===== config.mk =====
export PLATFORM = sky130hd
export DESIGN_NAME = grp_wset
export DESIGN_NICKNAME = d
export VERILOG_FILES = /design/src/rtl/grp_wset.sv
export SDC_FILE = /design/constraint.sdc
export NUM_CORES = 1
export LEC_CHECK = 0
export BUFFER_PORTS_ARGS = -buffer_cell sky130_fd_sc_hd__buf_2
export CAP_MARGIN = 0
export CORE_ASPECT_RATIO = 0.8
export CORE_UTILIZATION = 50
export CTS_BUF_LIST = sky130_fd_sc_hd__clkbuf_8
export DETAILED_ROUTE_END_ITERATION = 8
export PLACE_DENSITY = 0.67
export SETUP_SLACK_MARGIN = 0.2
export SYNTH_ARGS = -nofsm -noshare
export SYNTH_HDL_FRONTEND = slang
export SYNTH_SLANG_ARGS = --single-unit
export TNS_END_PERCENT = 20

===== constraint.sdc =====
create_clock -name clk -period 5.15 [get_ports clk]
set_input_delay 0.2575 -clock clk [delete_from_list [all_inputs] [get_ports clk]]
set_output_delay 0.2575 -clock clk [all_outputs]
set_load 0.005 [all_outputs]

===== src/rtl/grp_wset.sv =====
module grp_wset #(
  parameter int NREG = 128,
  parameter int RW   = $clog2(NREG)
) (
  input  logic          clk,
  input  logic          rst_n,
  input  logic          en,
  input  logic          clr,
  input  logic          wr_vld,
  input  logic [RW-1:0] wr_idx,
  input  logic [RW-1:0] rd_a,
  input  logic [RW-1:0] rd_b,
  input  logic [RW-1:0] rd_w,
  output logic          hit_a,
  output logic          hit_b,
  output logic          hit_w
);

  logic [NREG-1:0] set_q;
  logic [NREG-1:0] set_d;

  // Register 0 has no storage: its bit is a constant zero.
  assign set_d[0] = 1'b0;

  for (genvar i = 1; i < NREG; i++) begin : g_bit
    always_comb begin
      if (clr) begin
        set_d[i] = 1'b0;
      end else begin
        set_d[i] = set_q[i] | (wr_vld && (wr_idx == RW'(i)));
      end
    end
  end

  always_ff @(posedge clk or negedge rst_n) begin
    if (!rst_n) begin
      set_q <= '0;
    end else if (en) begin
      set_q <= set_d;
    end
  end

  assign hit_a = set_q[rd_a];
  assign hit_b = set_q[rd_b];
  assign hit_w = set_q[rd_w];

endmodule


==> results_tabular.tex <==
\begin{tabular}{lr}
\hline
Metric & Value \\
\hline
\multicolumn{2}{l}{\textbf{Cells and area}} \\
\quad Area grow syn2layout & 8.62\% \\
\quad Register ranked first by flip-flop count & set\_q \\
\quad Fill cell total of the finished layout & 1411 \\
\quad Flip-flop count of the largest register, all copies and words added & between 100 and 150 \\
\quad Number of antenna diodes & 0 \\
\quad Share of cells above drive strength 1 & 0.179 \\
\quad Number of nets in the layout & between 800 and 900 \\
\quad Regs by FF count & set\_q (127) \\
\multicolumn{2}{l}{\textbf{Power}} \\
\quad Net switching fraction of the power & 0.286 \\
\quad Logic pwr share & 0.120 \\
\quad Psw & about 0.00063 W \\
\quad Final total power & 0.00221 W \\
\quad Cell leakage power & between 3 and 4 nW \\
\quad Total power density per cell area & about 250 mW/mm\^{}2 \\
\quad Worst IR drop on VDD & around 0.00017 V \\
\quad Internal power component & 0.00158 W \\
\quad Part of the power in the clock network & 0.422 \\
\quad Portion of total power attributed to sequential cells & 0.458 \\
\multicolumn{2}{l}{\textbf{Timing}} \\
\quad Slew headroom & 0.125 \\
\quad Final max-slew violation count & 0 \\
\quad Final hold slack & 0.304 ns \\
\quad Sum Neg Setup Slack & 0 ns \\
\quad RSZ-0062 raised after global routing & false \\
\quad Final hold violation count & 0 \\
\quad Worst Clk Skew & 0 ns \\
\quad Slew at the pin closest to its max-slew limit & about 1.3 ns \\
\quad Timing-limited maximum frequency & just over 300 MHz \\
\quad Final cycle utilization of the critical path & 0.627 \\
\quad Final setup violating endpoints & 0 \\
\quad Crit path time final & $\sim$3.2 ns \\
\multicolumn{2}{l}{\textbf{CTS}} \\
\quad Maximum clock insertion buffer count & 2 \\
\quad Clock network latency to the later pin of the worst-skew pair & 0.46 ns \\
\quad Number of H-tree levels & 4 \\
\quad Clk root buf & clkbuf\_8 \\
\quad Sinks on the clock net & $\sim$130 \\
\quad Clock buffers created by TritonCTS & 17 \\
\quad TritonCTS clock tree & yes \\
\quad Clk pin slew, worst setup/hold paths & roughly 0.080 ns \\
\quad Setup Buffers After CTS & 0 \\
\multicolumn{2}{l}{\textbf{Placed design}} \\
\quad Gpl congestion & between 0.9 and 1 \\
\quad Count of buffers from port buffering & 35 \\
\quad Detailed placement HPWL & 17.5 mm \\
\multicolumn{2}{l}{\textbf{Global routing}} \\
\quad First-pass GRT wire length & 40.1 mm \\
\quad Total global routing track utilization & 0.336 \\
\quad Largest net degree at the start of global routing & a little under 90 \\
\quad Via count of the first global-routing pass & approximately 6600 \\
\quad Congestion Overflow GR & 0 \\
\quad Number of antenna violations at the first check in global routing & 0 \\
\multicolumn{2}{l}{\textbf{Synth}} \\
\quad Sequential element share of the synthesized area & 0.392 \\
\quad Mapped Area & a little over 0.008 sq mm \\
\quad Basic-gate share of the synthesized area counting and, or, nand and nor cells & 0.168 \\
\quad Post-synthesis share of cell area spent on xor and xnor gates & 0 \\
\quad Library cell with the largest summed area after synthesis & dfrtp\_1 \\
\quad Seq cells post-synth & between 100 and 150 \\
\quad Ranking of synthesized cells by instance count & nor2\_1, a21oi\_1, dfrtp\_1 \\
\quad Fraction of synthesis flops using an asynchronous set or reset pin & 1.00 \\
\quad Net Count, Synth & 830 \\
\quad Yosys cell types & 40 \\
\quad Synthesized instance count & about 800 \\
\quad Most used DFF post-synth & dfrtp\_1 \\
\quad Number of flops mapped to enable cells by yosys & 0 \\
\quad Largest family of logic cells by synthesized area & multiplexers \\
\quad Share of the synthesized area in the top cell type & 0.392 \\
\quad Top cells by area, synth & dfrtp\_1, mux4\_2, mux2i\_1, a21oi\_1, nor2\_1 \\
\quad Average cell area after synthesis & roughly 10 sq um \\
\quad Dominant cell by count in the synthesized netlist & nor2\_1 \\
\quad Yosys warns & 0 \\
\quad Share of synthesized cell area in full adder, half adder and majority cells & 0 \\
\quad Synthesized-area fraction occupied by ao, oa, aoi and oai cells & 0.124 \\
\quad Share of cell area taken by muxes after synthesis & 0.276 \\
\multicolumn{2}{l}{\textbf{Min path}} \\
\quad Worst Hold Class & in -> reg \\
\quad Worst Hold Depth & 4 \\
\multicolumn{2}{l}{\textbf{Worst setup path}} \\
\quad Worst setup path category & in -> out \\
\quad Worst Path Required & between 4 and 5 ns \\
\quad Type of element launching the critical path & input port \\
\quad Kind of capture point of the worst setup path & output pin \\
\quad Worst reg-to-reg path cell count & 2 \\
\quad Worst Path Max Fanout & 36 \\
\quad Crit path arrival time & between 2 and 3 ns \\
\multicolumn{2}{l}{\textbf{Floorplan}} \\
\quad Initial Utilization & 0.513 \\
\quad Die Height & 116 microns \\
\quad Number of ports placed on the die boundary & 36 \\
\quad Horiz. Die Dim & approximately 140 microns \\
\quad Number of standard-cell rows in the floorplan & slightly above 40 \\
\quad Core Area & $\sim$0.016 sq mm \\
\quad Area enclosed by the die boundary & about 0.017 sq mm \\
\multicolumn{2}{l}{\textbf{Drt}} \\
\quad Number of search-and-repair iterations in the first detailed-routing pass & 7 \\
\quad Number of design-rule violations left by the first detailed-router iteration & about 990 \\
\quad Wirelength, routed & 26.3 mm \\
\quad Average detailed-routed wire length per instance & $\sim$26 microns \\
\quad Final routed DRC violation total & 0 \\
\quad Average via count per standard cell & 6.89 \\
\quad Count of nets left with antenna violations after detail routing & 0 \\
\quad Number of vias in the routed layout & roughly 7000 \\
\multicolumn{2}{l}{\textbf{Run status}} \\
\quad Run status & finished clean \\
\multicolumn{2}{l}{\textbf{Run}} \\
\quad Maxcap violations & 0 \\
\hline
\end{tabular}
## worst paths after layout
kind / from / end / slack [ns]
max in group asynchronous: rst_n / set_q[59]$_DFFE_PN0P_ / 3.42
worst max register to register: set_q[100]$_DFFE_PN0P_ / set_q[100]$_DFFE_PN0P_ / 4.35
worst min register to register: set_q[27]$_DFFE_PN0P_ / set_q[27]$_DFFE_PN0P_ / 0.54
worst max-delay path: rd_a[0] / hit_a / 1.92
min in group asynchronous: rst_n / set_q[33]$_DFFE_PN0P_ / 0.51
worst min-delay path: wr_idx[3] / set_q[97]$_DFFE_PN0P_ / 0.30
## metal layers
layer / GRT usage / wire [microns]
met1: 0.468 / 10800
met2: 0.489 / 11700
met3: 0.0992 / 2970
met4: 0.140 / 828
met5: 0.0205 / 0
## kinds of logic after synthesis
kind of cell           count (synthesis)
and+or+nand+nor                      280
AOI/OAI and AO/OA                    179
muxes                                137
DFF                                  127
buffers and inverters                 74
## timing repair
item                                    4_1_cts  5_1_grt
endpoints found under the setup margin        0        0
gates resized for setup                       0        0
hold endpoints to repair                      4        0
hold buffers                                  1        0
## critical path, stage by stage
cell	delay, ns
buf_2	0.85
nor2b_1	0.09
a2111oi_0	0.77
o21ai_0	0.20
a311oi_1	0.39
a311oi_1	0.18
buf_2	0.16
## stage by stage
step	setup slack (ns)	util	instance area (sq um)	std cells
3_5_place_dp	2.06	0.531	8390	989
2_1_floorplan	2.94	-	8110	797
3_3_place_gp	2.05	0.531	8390	989
5_1_grt	1.84	0.558	8810	1021
4_1_cts	2.06	0.558	8810	1021
6_report	1.92	0.558	8810	1021
## final cells by class
type	instances	area, sq um	share of cell area
inverters	3	11.3	0.00128
well taps	215	269	0.0305
repair buffers	49	285	0.0324
clock inverters	13	164	0.0186
flip-flops and latches	127	3180	0.361
multi-input cells	596	4650	0.528
clock buffers	18	248	0.0281
## power by group through the flow
stage	Clock (W)	Sequential, W	Combinational (W)
finish	0.000931	0.00101	0.000265
global route	0.000979	0.00101	0.000281
CTS	0.000935	0.00101	0.000259
detailed placement	0	0.00103	0.000258
global placement	0	0.00103	0.000254
floorplan	0	0.00103	0.000169
## placed cells by master (no fill, tap or decap), types with 3 or more instances in the layout
cell / instances
inv_1: 4
nand4_1: 12
nor2_1: 143
and2_1: 3
inv_6: 3
nand3b_1: 11
dfrtp_1: 127
o211ai_1: 3
a22oi_1: 17
bufinv_16: 3
a211oi_1: 5
nor2b_1: 14
nand4b_1: 3
nor3_1: 14
o21ai_0: 3
mux4_2: 56
nand3_1: 20
mux4_1: 10
mux2i_1: 69
nor4_2: 5
clkinvlp_4: 4
nor4_1: 13
a21oi_1: 134
buf_4: 14
nor4b_1: 8
clkbuf_8: 18
o22ai_1: 3
buf_2: 34
nand2b_1: 6
nand2_1: 18
No activity file was read; power rests on OpenSTA's default activity.
